--- src/rtl/fwd_pkg.sv ---
package fwd_pkg;
    localparam int N_OPND = 2;
    localparam logic [1:0] SEL_RF  = 2'b00;
    localparam logic [1:0] SEL_WB  = 2'b01;
    localparam logic [1:0] SEL_EXM = 2'b10;
endpackage

--- src/rtl/fwd_src_match.sv ---
module fwd_src_match #(
    parameter int REG_W = 5
) (
    input  logic [REG_W-1:0] src,
    input  logic [REG_W-1:0] exm_rd,
    input  logic             exm_we,
    input  logic [REG_W-1:0] wb_rd,
    input  logic             wb_we,
    output logic [1:0]       sel
);
    import fwd_pkg::*;

    logic exm_hit;
    logic wb_hit;

    always_comb begin
        exm_hit = exm_we && (exm_rd != '0) && (exm_rd == src);
        wb_hit  = wb_we  && (wb_rd  != '0) && (wb_rd  == src);
        if (exm_hit)     sel = SEL_EXM;
        else if (wb_hit) sel = SEL_WB;
        else             sel = SEL_RF;
    end
endmodule

--- src/rtl/fwd_opnd_mux.sv ---
module fwd_opnd_mux #(
    parameter int DATA_W = 32
) (
    input  logic [1:0]        sel,
    input  logic [DATA_W-1:0] rf_val,
    input  logic [DATA_W-1:0] exm_val,
    input  logic [DATA_W-1:0] wb_val,
    output logic [DATA_W-1:0] dout
);
    import fwd_pkg::*;

    always_comb begin
        case (sel)
            SEL_EXM: dout = exm_val;
            SEL_WB:  dout = wb_val;
            default: dout = rf_val;
        endcase
    end
endmodule

--- src/rtl/fwd_unit.sv ---
module fwd_unit #(
    parameter int REG_W  = 5,
    parameter int DATA_W = 32
) (
    input  logic              clk,
    input  logic              rst_n,
    input  logic [REG_W-1:0]  src_a,
    input  logic [REG_W-1:0]  src_b,
    input  logic [REG_W-1:0]  exm_rd,
    input  logic              exm_we,
    input  logic [REG_W-1:0]  wb_rd,
    input  logic              wb_we,
    input  logic [DATA_W-1:0] rf_a,
    input  logic [DATA_W-1:0] rf_b,
    input  logic [DATA_W-1:0] exm_data,
    input  logic [DATA_W-1:0] wb_data,
    output logic [1:0]        sel_a,
    output logic [1:0]        sel_b,
    output logic [DATA_W-1:0] opnd_a,
    output logic [DATA_W-1:0] opnd_b
);
    import fwd_pkg::*;

    typedef struct packed {
        logic [1:0]        sel_a;
        logic [1:0]        sel_b;
        logic [DATA_W-1:0] opnd_a;
        logic [DATA_W-1:0] opnd_b;
    } out_t;

    logic [REG_W-1:0]  src_arr [N_OPND];
    logic [DATA_W-1:0] rf_arr  [N_OPND];
    logic [1:0]        sel_arr [N_OPND];
    logic [DATA_W-1:0] val_arr [N_OPND];

    out_t out_d, out_q;

    assign src_arr[0] = src_a;
    assign src_arr[1] = src_b;
    assign rf_arr[0]  = rf_a;
    assign rf_arr[1]  = rf_b;

    for (genvar g = 0; g < N_OPND; g++) begin : g_opnd
        fwd_src_match #(.REG_W(REG_W)) u_match (
            .src    (src_arr[g]),
            .exm_rd (exm_rd),
            .exm_we (exm_we),
            .wb_rd  (wb_rd),
            .wb_we  (wb_we),
            .sel    (sel_arr[g])
        );
        fwd_opnd_mux #(.DATA_W(DATA_W)) u_mux (
            .sel     (sel_arr[g]),
            .rf_val  (rf_arr[g]),
            .exm_val (exm_data),
            .wb_val  (wb_data),
            .dout    (val_arr[g])
        );
    end

    always_comb begin
        out_d        = out_q;
        out_d.sel_a  = sel_arr[0];
        out_d.sel_b  = sel_arr[1];
        out_d.opnd_a = val_arr[0];
        out_d.opnd_b = val_arr[1];
    end

    always_ff @(posedge clk or negedge rst_n) begin
        if (!rst_n) out_q <= '0;
        else        out_q <= out_d;
    end

    assign sel_a  = out_q.sel_a;
    assign sel_b  = out_q.sel_b;
    assign opnd_a = out_q.opnd_a;
    assign opnd_b = out_q.opnd_b;
endmodule

--- config.mk ---
export PLATFORM = sky130hd
export DESIGN_NAME = fwd_unit
export DESIGN_NICKNAME = d
export VERILOG_FILES = /design/src/rtl/fwd_pkg.sv /design/src/rtl/fwd_src_match.sv /design/src/rtl/fwd_opnd_mux.sv /design/src/rtl/fwd_unit.sv
export SDC_FILE = /design/constraint.sdc
export NUM_CORES = 1
export LEC_CHECK = 0
export BUFFER_PORTS_ARGS = -buffer_cell sky130_fd_sc_hd__buf_2
export CAP_MARGIN = 30
export CORE_AREA = 10 10 112 114
export DETAILED_ROUTE_END_ITERATION = 10
export DIE_AREA = 0 0 122 124
export PLACE_DENSITY = 0.72
export SLEW_MARGIN = 30
export SYNTH_ARGS = -nofsm -noshare
export SYNTH_HDL_FRONTEND = slang
export SYNTH_SLANG_ARGS = --single-unit
--- constraint.sdc ---
create_clock -name clk -period 0.8 [get_ports clk]
set_input_delay 0.12 -clock clk [delete_from_list [all_inputs] [get_ports clk]]
set_output_delay 0.12 -clock clk [all_outputs]
set_load 0.01 [all_outputs]
**Word level (Yosys, flattened, before mapping)**

Index checks and enable logic that the tools add are counted.

- Register bits after elaboration: 68
- Latch bits: 0
- Bits in writable memories: 0
- ROM bits: 0
- Bits of input ports: 152
- Output and inout bits: 68
- Word-level logic and storage cells: 26
- Memories kept: 0

- Add/sub/neg operators: 0
- Multiply operators: 0
- Div/mod/pow operators: 0
- $lt $le $gt $ge: 0
- Equal/unequal tests: 8
- Shifts and indexed selects: 0
- Multiplexer cells: 6
- Bitwise gates (word level): 0
- Reductions and logical operators: 8

Operator list:

| kind | count |
|---|---|
| 32-bit case mux with 2 select lines | 2 |
| 5-bit == test | 4 |
| 5-bit nonzero test | 2 |
| 1-bit logical AND | 6 |
| 2-bit by 1-bit == test with 1-bit output, second input constant | 2 |
| 2-bit == test, second input constant | 2 |
| 2-bit two-way mux | 2 |
| 1-bit two-way mux | 2 |

**Depth between registers and ports, before layout**

Gate-level depths: netlist of run 1.

- Depth after elaboration: 7
- Mapped depth: 7
- Depth with buffers taken out: 5

**By module**

Synthesis of run 1 repeated with hierarchy kept, for this count alone.

- Cells, all modules: 336
- Area total of the unflattened synthesis: 3293.2 um2

By module, submodules not included:

| module | times used | cells each | area each (um2) | seq. area each (um2) |
|---|---|---|---|---|
| fwd_unit | 1 | 68 | 1701.6 | 1701.6 |
| fwd_opnd_mux | 2 | 113 | 636.9 | 0.0 |
| fwd_src_match | 2 | 21 | 158.9 | 0.0 |

**Worst setup path after synthesis of run 1**

OpenSTA, ideal clock, no wires.

- Path kind: input to register
- Start point: input exm_rd[2]
- End point: register out_q (netlist bit opnd_b[29])
- Library setup time: 0.124 ns
- Data arrival time: 1.425 ns
- Path slack: -0.748 ns
- Cell stages on the path: 6
- Path buffers: 1
- Cells stage by stage: or4_4 o211ai_2 or2_1 buf_2 inv_2 o31a_1

- Cells in the longest elaborated chain, start to end: 6

RTL lines:

| element | RTL line | source |
|---|---|---|
| start, declared | fwd_unit.sv:9 | `input logic [REG_W-1:0] exm_rd,` |
| 5-bit nonzero test | fwd_src_match.sv:17 | `exm_hit = exm_we && (exm_rd != '0) && (exm_rd == src);` |
| 1-bit logical AND | fwd_src_match.sv:17 |  |
| 1-bit logical AND * | fwd_src_match.sv:17 |  |
| named net g_opnd[1].u_match.exm_hit | fwd_src_match.sv:13 | `logic exm_hit;` |
| 2-bit two-way mux * | fwd_src_match.sv:19 | `if (exm_hit) sel = SEL_EXM;` |
| 2-bit by 1-bit == test with 1-bit output or 2-bit == test (tied branches) | fwd_opnd_mux.sv:13 | `case (sel)` |
| 32-bit case mux with 2 select lines * | fwd_opnd_mux.sv:13 |  |
| named net g_opnd[1].u_mux.dout[29] | fwd_opnd_mux.sv:8 | `output logic [DATA_W-1:0] dout` |
| end signal, assigned | fwd_unit.sv:71 | `else out_q <= out_d;` |
| end, declared | fwd_unit.sv:36 | `out_t out_d, out_q;` |

Mark *: on every way through the listed nets, which the timed path passes. The rest lies on a longest branch.

**Final worst setup path of run 1**

- Start point: input exm_rd[0]
- End point: register out_q (netlist bit opnd_a[19])

- Cells in the longest elaborated chain, start to end: 6

RTL lines:

| element | RTL line |
|---|---|
| 5-bit nonzero test | fwd_src_match.sv:17 |
| 1-bit logical AND | fwd_src_match.sv:17 |
| 1-bit logical AND * | fwd_src_match.sv:17 |
| 2-bit two-way mux * | fwd_src_match.sv:19 |
| 2-bit by 1-bit == test with 1-bit output or 2-bit == test (tied branches) | fwd_opnd_mux.sv:13 |
| 32-bit case mux with 2 select lines * | fwd_opnd_mux.sv:13 |
| named net g_opnd[0].u_mux.dout[19] | fwd_opnd_mux.sv:8 |

Marked as above.

==> results of run 1 <==
-- area by class of cell --
type / count / share of cell area (%)
Timing Repair Buffer: 314 / 33.6
Tap cell: 136 / 2.46
Clock buffer: 10 / 1.99
Clock inverter: 6 / 0.922
Multi-Input combinational cell: 295 / 34.5
Sequential cell: 68 / 24.6
Inverter: 35 / 1.93
-- synth_stat cells --
| library cell | count | share of area [%] |
|---|---|---|
| nand4_1 | 34 | 5.3 |
| or4_4 | 1 | 0.28 |
| xor2_1 | 5 | 1.1 |
| nor4_1 | 2 | 0.31 |
| a31oi_1 | 63 | 9.7 |
| nand3_1 | 1 | 0.12 |
| or2_2 | 1 | 0.15 |
| or2_1 | 2 | 0.31 |
| nor3_1 | 64 | 7.9 |
| nor4_2 | 2 | 0.62 |
| o31ai_1 | 63 | 12 |
| or4_1 | 31 | 5.7 |
| buf_1 | 1 | 0.093 |
| a21boi_1 | 1 | 0.19 |
| buf_2 | 20 | 2.5 |
| nand2_1 | 1 | 0.093 |
| dfrtp_1 | 68 | 42 |
| nor2_1 | 1 | 0.093 |
| xnor2_1 | 15 | 3.2 |
| inv_2 | 2 | 0.19 |
| or3_1 | 2 | 0.31 |
| o211ai_2 | 2 | 0.62 |
| a21bo_2 | 1 | 0.25 |
| clkbuf_1 | 41 | 3.8 |
| o31a_1 | 2 | 0.43 |
| inv_1 | 33 | 3.1 |
-- power by group through the flow --
| stage | clock network (mW) | logic, mW | registers (mW) |
|---|---|---|---|
| after global placement | 0 | 2.59 | 3.82 |
| after CTS | 2.96 | 2.83 | 3.76 |
| after detailed placement | 0 | 2.65 | 3.82 |
| final | 2.98 | 3.30 | 3.78 |
| after floorplan | 0 | 0.963 | 3.95 |
| after global routing | 3.12 | 3.49 | 3.80 |
-- path summary, 6_finish.rpt --
kind | cells past startpoint | slack, ns | end
worst max-delay path | 7 | -0.51 | opnd_a[19]$_DFF_PN0_
worst min-delay path | 3 | 0.02 | opnd_a[8]$_DFF_PN0_
max in group asynchronous | 3 | 0.19 | opnd_a[11]$_DFF_PN0_
min in group asynchronous | 3 | 0.27 | opnd_a[6]$_DFF_PN0_
-- cell families after synthesis --
family | count (synthesis)
xor gates and xnor gates | 20
and+or+nand+nor | 142
DFF | 68
AOI/OAI and AO/OA | 132
buffers and inverters | 97
-- registers in the layout, summed over array words and instances (netlist names) --
name / count
sel_b: 2
opnd_b: 32
sel_a: 2
opnd_a: 32
-- repair_timing --
action                                  4_1_cts  5_1_grt
resized for setup                            35       87
endpoints found under the setup margin      136      136
hold endpoints to repair                     68        0
hold buffers                                  1        0
pin swaps                                    12       31
buffers inserted                              1        7
gates cloned                                  3        3
-- worst min-delay path, delay by kind of cell --
family | cells | cell delay (ns)
AOI/OAI and AO/OA | 2 | 0.12
buffers and inverters | 1 | 0.10
-- stage by stage --
step                      power, mW  setup WS (ns)  instance area, µm²
after floorplan                4.91         -0.739                4080
after global placement         6.41         -0.892                5850
after detailed placement       6.47         -0.922                5850
after CTS                      9.55         -0.482                6310
after global routing           10.4         -0.531                6920
final                          10.1         -0.514                6920
-- routing by layer --
layer  vias to the layer above  global-route usage, %
met1                      2508                   27.0
met5                         -                      0
met4                         0                   10.7
met2                       387                   39.2
met3                        70                   5.84
li1                       2308                      -
==> flow_metrics.env, run 1 <==
export IMPL_swShare_pct=33.1
export IMPL_synthSimpleGateAreaFrac_pct=21.2
export IMPL_die_height_um=124
export IMPL_place_gp_congestion=0.905
export IMPL_switchingPower_mw=3.33
export IMPL_syn_area_mm2=0.00405
export IMPL_synth_cells=459
export IMPL_synth_compound_area_share_pct=22.9
export IMPL_p_int_mw=6.73
export IMPL_hold_ws_ns=0.0204
export IMPL_report_final_slew_viol_count=0
export IMPL_rows=37
export IMPL_highest_layer="met4"
export IMPL_cp_max_fo=7
export IMPL_cts_inserted_buffers=9
export IMPL_final_cell_mix="buf_2, buf_4, dfrtp_1"
export IMPL_drive_gt1_share_pct=54.0
export IMPL_crit_type="input port to register"
export IMPL_drc_errors=0
export IMPL_arrival_ns=1.54
export IMPL_hold_path_startpoint="rf_a[8]"
export IMPL_dp_hpwl_um=13400
export IMPL_setup_slack_ns=-0.514
export IMPL_cp_top_family="simple AND/OR/NAND/NOR gates"
export IMPL_violations="negative setup slack"
export IMPL_finalSetupTns_ns=-42.61
export IMPL_slew_limit_headroom_pct=62.7
export IMPL_num_io_pins=220
export IMPL_grt_pass1_wl_um=27800
export IMPL_clk_root_buffer_cell="clkbuf_8"
export IMPL_critPathSlowestCell="or4_4"
export IMPL_port_buffers=219
export IMPL_overflow=0
export IMPL_rsz0062_at_grt="yes"
export IMPL_wl_per_cell_um=22.7
export IMPL_htreeDepth=3
export IMPL_critPathBufInv=3
export IMPL_clock_sinks=68
export IMPL_powerDensity_mw_per_mm2=1450
export IMPL_synth_area_mux_share_pct=0
export IMPL_cp_startpoint="exm_rd[0]"
export IMPL_ys_seq_elements=68
export IMPL_placed_cells=833
export IMPL_initialDrtViolationCount=539
export IMPL_grt_max_degree=41
export IMPL_die_width_um=122
export IMPL_finalCritPeriodShare_pct=164
export IMPL_clkPwrFrac_pct=29.6
export IMPL_multiInputGateArea_mm2=0.00239
export IMPL_nets=875
export IMPL_wl_met3_um=1990
export IMPL_cp_start_kind="input port"
export IMPL_drt_vias_per_instance=6.10
export IMPL_outcome="finished with violations"
export IMPL_grt_pass1_vias=5315
export IMPL_worstPathRequired_ns=1.03
export IMPL_final_util_pct=67.7
export IMPL_synth_xor_area_share_pct=4.32
export IMPL_max_freq_ghz=0.761
export IMPL_die_area_mm2=0.0151
export IMPL_synthAdderAreaFrac_pct=0
export IMPL_layout_commonest_cell="buf_2"
export IMPL_synth_top_family_by_area="compound AO/OA/AOI/OAI gates"
export IMPL_cts_path_max_buffers=2
export IMPL_finalSetupViolCount=136
export IMPL_clk_pin_slew_ns=0.08
export IMPL_grtUsageTotal_pct=23.1
export IMPL_hold_viol=0
export IMPL_p_comb_share_pct=32.8
export IMPL_cp_cell_sequence="buf_6 -> or4_4 -> o211ai_4 -> or2_4 -> buf_6 -> buf_12 -> a31oi_1"
export IMPL_firstDrtPassIters=6
export IMPL_core_area_mm2=0.0102
export IMPL_n_fill_cell=799
export IMPL_routed_wl_um=19600
export IMPL_p_leak_nw=3.05
export IMPL_ff_latch_area_mm2=0.00170
export IMPL_synth_cell_types=26
export IMPL_crit_path_frequent_cell="buf_6"
export IMPL_ys_seq_area_share_pct=42.0
export IMPL_p_seq_share_pct=37.6
export IMPL_drv_cap=0
export IMPL_hp_class="input port to register"
export IMPL_post_synth_cell_area_avg_um2=8.83
export IMPL_routed_wl_met2_um=9910
export IMPL_synth_warnings=0
export IMPL_ant_nets=0
export IMPL_via_count=5273
export IMPL_ir_drop_mv=0.762
export IMPL_worstMarginPinSlew_ns=0.558
export IMPL_syn2layout_area_growth_pct=70.9
export IMPL_final_cells=864
export IMPL_crit_path_end_kind="register"
export IMPL_period_minus_slack_ns=1.31
export IMPL_antenna_found_initial=0
export IMPL_start_util_pct=39.6
export IMPL_cp_slowest_stage_delay_ns=0.57
export IMPL_met1_length_um=7010
export IMPL_cts_tree="built"
export IMPL_syn_nets=611
export IMPL_num_antenna_cells=0
Power figures use the tool's default switching activity.
==> inputs of run 2 (changes only) <==
ABC_AREA = 1   (was default)
CORE_AREA = 10 10 107 109   (was 10 10 112 114)
DIE_AREA = 0 0 117 119   (was 0 0 122 124)
PLACE_DENSITY = 0.74   (was 0.72)
==> run 2 against run 1 <==
The flow finishes with violations (negative hold slack, negative setup slack). Global-route usage increased by 1.0 points. Hold slack got worse by 0.033 ns. Setup slack improved by 0.24 ns.
==> flow_metrics.env, run 2 <==
export IMPL_outcome="finished with violations"
export IMPL_violations="negative hold slack, negative setup slack"
export IMPL_htreeDepth=3
export IMPL_synthAdderAreaFrac_pct=0
export IMPL_grt_max_degree=69
export IMPL_post_synth_cell_area_avg_um2=8.13
export IMPL_cts_inserted_buffers=9
export IMPL_cts_path_max_buffers=2
export IMPL_synthSimpleGateAreaFrac_pct=42.0
export IMPL_die_area_mm2=0.0139
export IMPL_synth_top_flop_cell="dfrtp_1"
export IMPL_placed_cell_area_mm2=0.00543
export IMPL_rows=36
export IMPL_cts_tree="built"
export IMPL_antenna_found_initial=5
export IMPL_cp_top_family="simple AND/OR/NAND/NOR gates"
export IMPL_final_cell_mix="buf_2, nand3_2, dfrtp_1"
export IMPL_drive_gt1_share_pct=77.4
export IMPL_synth_warnings=0
export IMPL_start_util_pct=38.6
export IMPL_finalCritPeriodShare_pct=134
export IMPL_yosysTopAreaCell="dfrtp_1"
export IMPL_firstDrtPassIters=5
export IMPL_cp_cell_sequence="buf_8 -> xnor2_2 -> nand2_1 -> nor2_2 -> nand3_4 -> buf_4 -> buf_8 -> nand3_1 -> nand3_1"
export IMPL_place_gp_congestion=0.870
export IMPL_synth_top_family_by_area="simple AND/OR/NAND/NOR gates"
export IMPL_pre_cts_ws_ns=-0.605
export IMPL_crit_path_end_kind="register"
export IMPL_grtUsageTotal_pct=24.2
export IMPL_clock_sinks=68
export IMPL_cp_max_fo=12
export IMPL_grt_pass1_wl_um=26000
export IMPL_slew_limit_headroom_pct=73.1
export IMPL_hold_ws_ns=-0.0127
export IMPL_ir_drop_mv=0.724
export IMPL_clkPwrFrac_pct=30.9
export IMPL_worstPathRequired_ns=1.05
export IMPL_synth_xor_area_share_pct=2.64
export IMPL_final_area_mm2=0.00829
export IMPL_p_seq_share_pct=39.3
export IMPL_switchingPower_mw=3.03
export IMPL_syn_area_mm2=0.00365
export IMPL_period_minus_slack_ns=1.07
export IMPL_ys_async_sr_fraction_pct=100
export IMPL_p_comb_share_pct=29.8
export IMPL_synth_area_mux_share_pct=0
export IMPL_powerDensity_mw_per_mm2=1160
export IMPL_multiInputGateArea_mm2=0.00318
export IMPL_initialDrtViolationCount=588
export IMPL_synth_compound_area_share_pct=0
export IMPL_yosysMostFrequentCell="nand3_1"
export IMPL_p_int_mw=6.63
export IMPL_rsz0062_at_grt="yes"
export IMPL_yosysTopAreaCellShare_pct=46.6
export IMPL_port_buffers=219
export IMPL_layout_commonest_cell="buf_2"
export IMPL_ys_seq_area_share_pct=46.6
export IMPL_syn2layout_area_growth_pct=127
export IMPL_dp_hpwl_um=11500
export IMPL_core_area_mm2=0.00946
export IMPL_synth_edf_count=0
export IMPL_finalSetupViolCount=136
export IMPL_nets=894
export IMPL_n_fill_cell=403
export IMPL_drc_errors=0
export IMPL_swShare_pct=31.4
export IMPL_placed_cells=771
export IMPL_ant_nets=0
export IMPL_drv_cap=0
export IMPL_num_io_pins=220
export IMPL_p_leak_nw=4.18
export IMPL_synthTopCellsByArea="dfrtp_1, nand3_1, nand2_1, buf_4, buf_6"
export IMPL_via_count=5286
export IMPL_worstMarginPinSlew_ns=0.404
export IMPL_critPathBufInv=3
export IMPL_ff_latch_area_mm2=0.00170
export IMPL_max_freq_ghz=0.932
export IMPL_ys_seq_elements=68
export IMPL_final_cells=865
export IMPL_synth_cell_types=18
export IMPL_setup_slack_ns=-0.273
export IMPL_crit_type="input port to register"
export IMPL_die_width_um=117
export IMPL_drt_vias_per_instance=6.11
export IMPL_syn_nets=601
export IMPL_overflow=0
export IMPL_hp_class="input port to register"
export IMPL_grt_pass1_vias=4915
export IMPL_cp_start_kind="input port"
export IMPL_cp_slowest_stage_delay_ns=0.17
export IMPL_clk_pin_slew_ns=0.07
export IMPL_arrival_ns=1.32
export IMPL_critPathSlowestCell="buf_4"
export IMPL_routed_wl_um=24600
export IMPL_hold_viol=6
export IMPL_synth_cells=449
export IMPL_die_height_um=119
export IMPL_report_final_slew_viol_count=0
export IMPL_wl_per_cell_um=28.5
export IMPL_clk_root_buffer_cell="clkbuf_8"
export IMPL_synth_commonest_cells="nand3_1, nand2_1, dfrtp_1, inv_1, nor2_1"
[run 2: cell types whose count changed in the layout (fill, tap and decap cells not counted), moves of 26 or more]
cell / change
nand3_1: +30
buf_4: -59
dlygate4sd3_1: +27
o31ai_1: -45
nand2_2: +39
nor3_1: -63
nand2_1: +31
nand4_1: -34
nand3_2: +138
nand3_4: +30
inv_1: -26
a31oi_1: -54
nand2_4: +31
[run 2: worst paths after layout]
path	end	slack, ns	from	cells past startpoint
max	opnd_a[10]$_DFF_PN0_	-0.27	exm_rd[0]	9
min	opnd_b[31]$_DFF_PN0_	-0.01	exm_data[31]	3
max in group asynchronous	sel_b[0]$_DFF_PN0_	0.15	rst_n	3
min in group asynchronous	opnd_b[12]$_DFF_PN0_	0.32	rst_n	3
[run 2: what timing repair did]
item	4_1_cts	5_1_grt
pin swaps	45	74
gates resized for setup	165	194
gates cloned	9	24
hold endpoints to repair	95	1
buffers inserted	13	4
endpoints found under the setup margin	135	136
hold buffers	27	1
[run 2: power groups by stage]
stage	clock network [mW]	registers [mW]	logic [mW]
CTS	2.89	3.76	2.24
global placement	0	3.81	1.74
detailed placement	0	3.81	1.78
floorplan	0	3.94	0.622
finish	2.99	3.79	2.88
global route	3.10	3.80	3.00
[run 2: cell families (layout without fill, tap and decap cells)]
family        after synthesis  count (layout)
xor+xnor                   11              11
buf+inv                    50             346
flops                      68              68
other cells                 0               6
simple gates              320             320
[run 2: area by class of cell]
class,instances,share of cell area (%)
diodes,6,0.181
well taps,114,1.72
multi-input cells,331,38.3
inverters,18,1.25
repair buffers,314,35.8
clock inverters,2,0.422
flip-flops and latches,68,20.5
clock buffers,12,1.87
[run 2: stage by stage]
step           hold WS, ns  utilization [%]  power [mW]  TNS (ns)
2_1_floorplan       -0.176                -        4.57    -15.50
4_1_cts           0.000928             72.9        8.89    -21.27
5_1_grt            0.00216             87.7        9.91    -30.90
6_report           -0.0127             87.7        9.66    -25.93
3_5_place_dp         0.172             57.4        5.59    -36.12
3_3_place_gp         0.171             57.4        5.54    -32.32
[run 2: per-layer routing]
layer	vias up	track usage, %	share of wire [%]
li1	2126	-	-
met1	2570	26.3	34
met2	448	41.2	49
met3	142	7.98	10
met4	0	11.2	6.9
met5	-	0	0
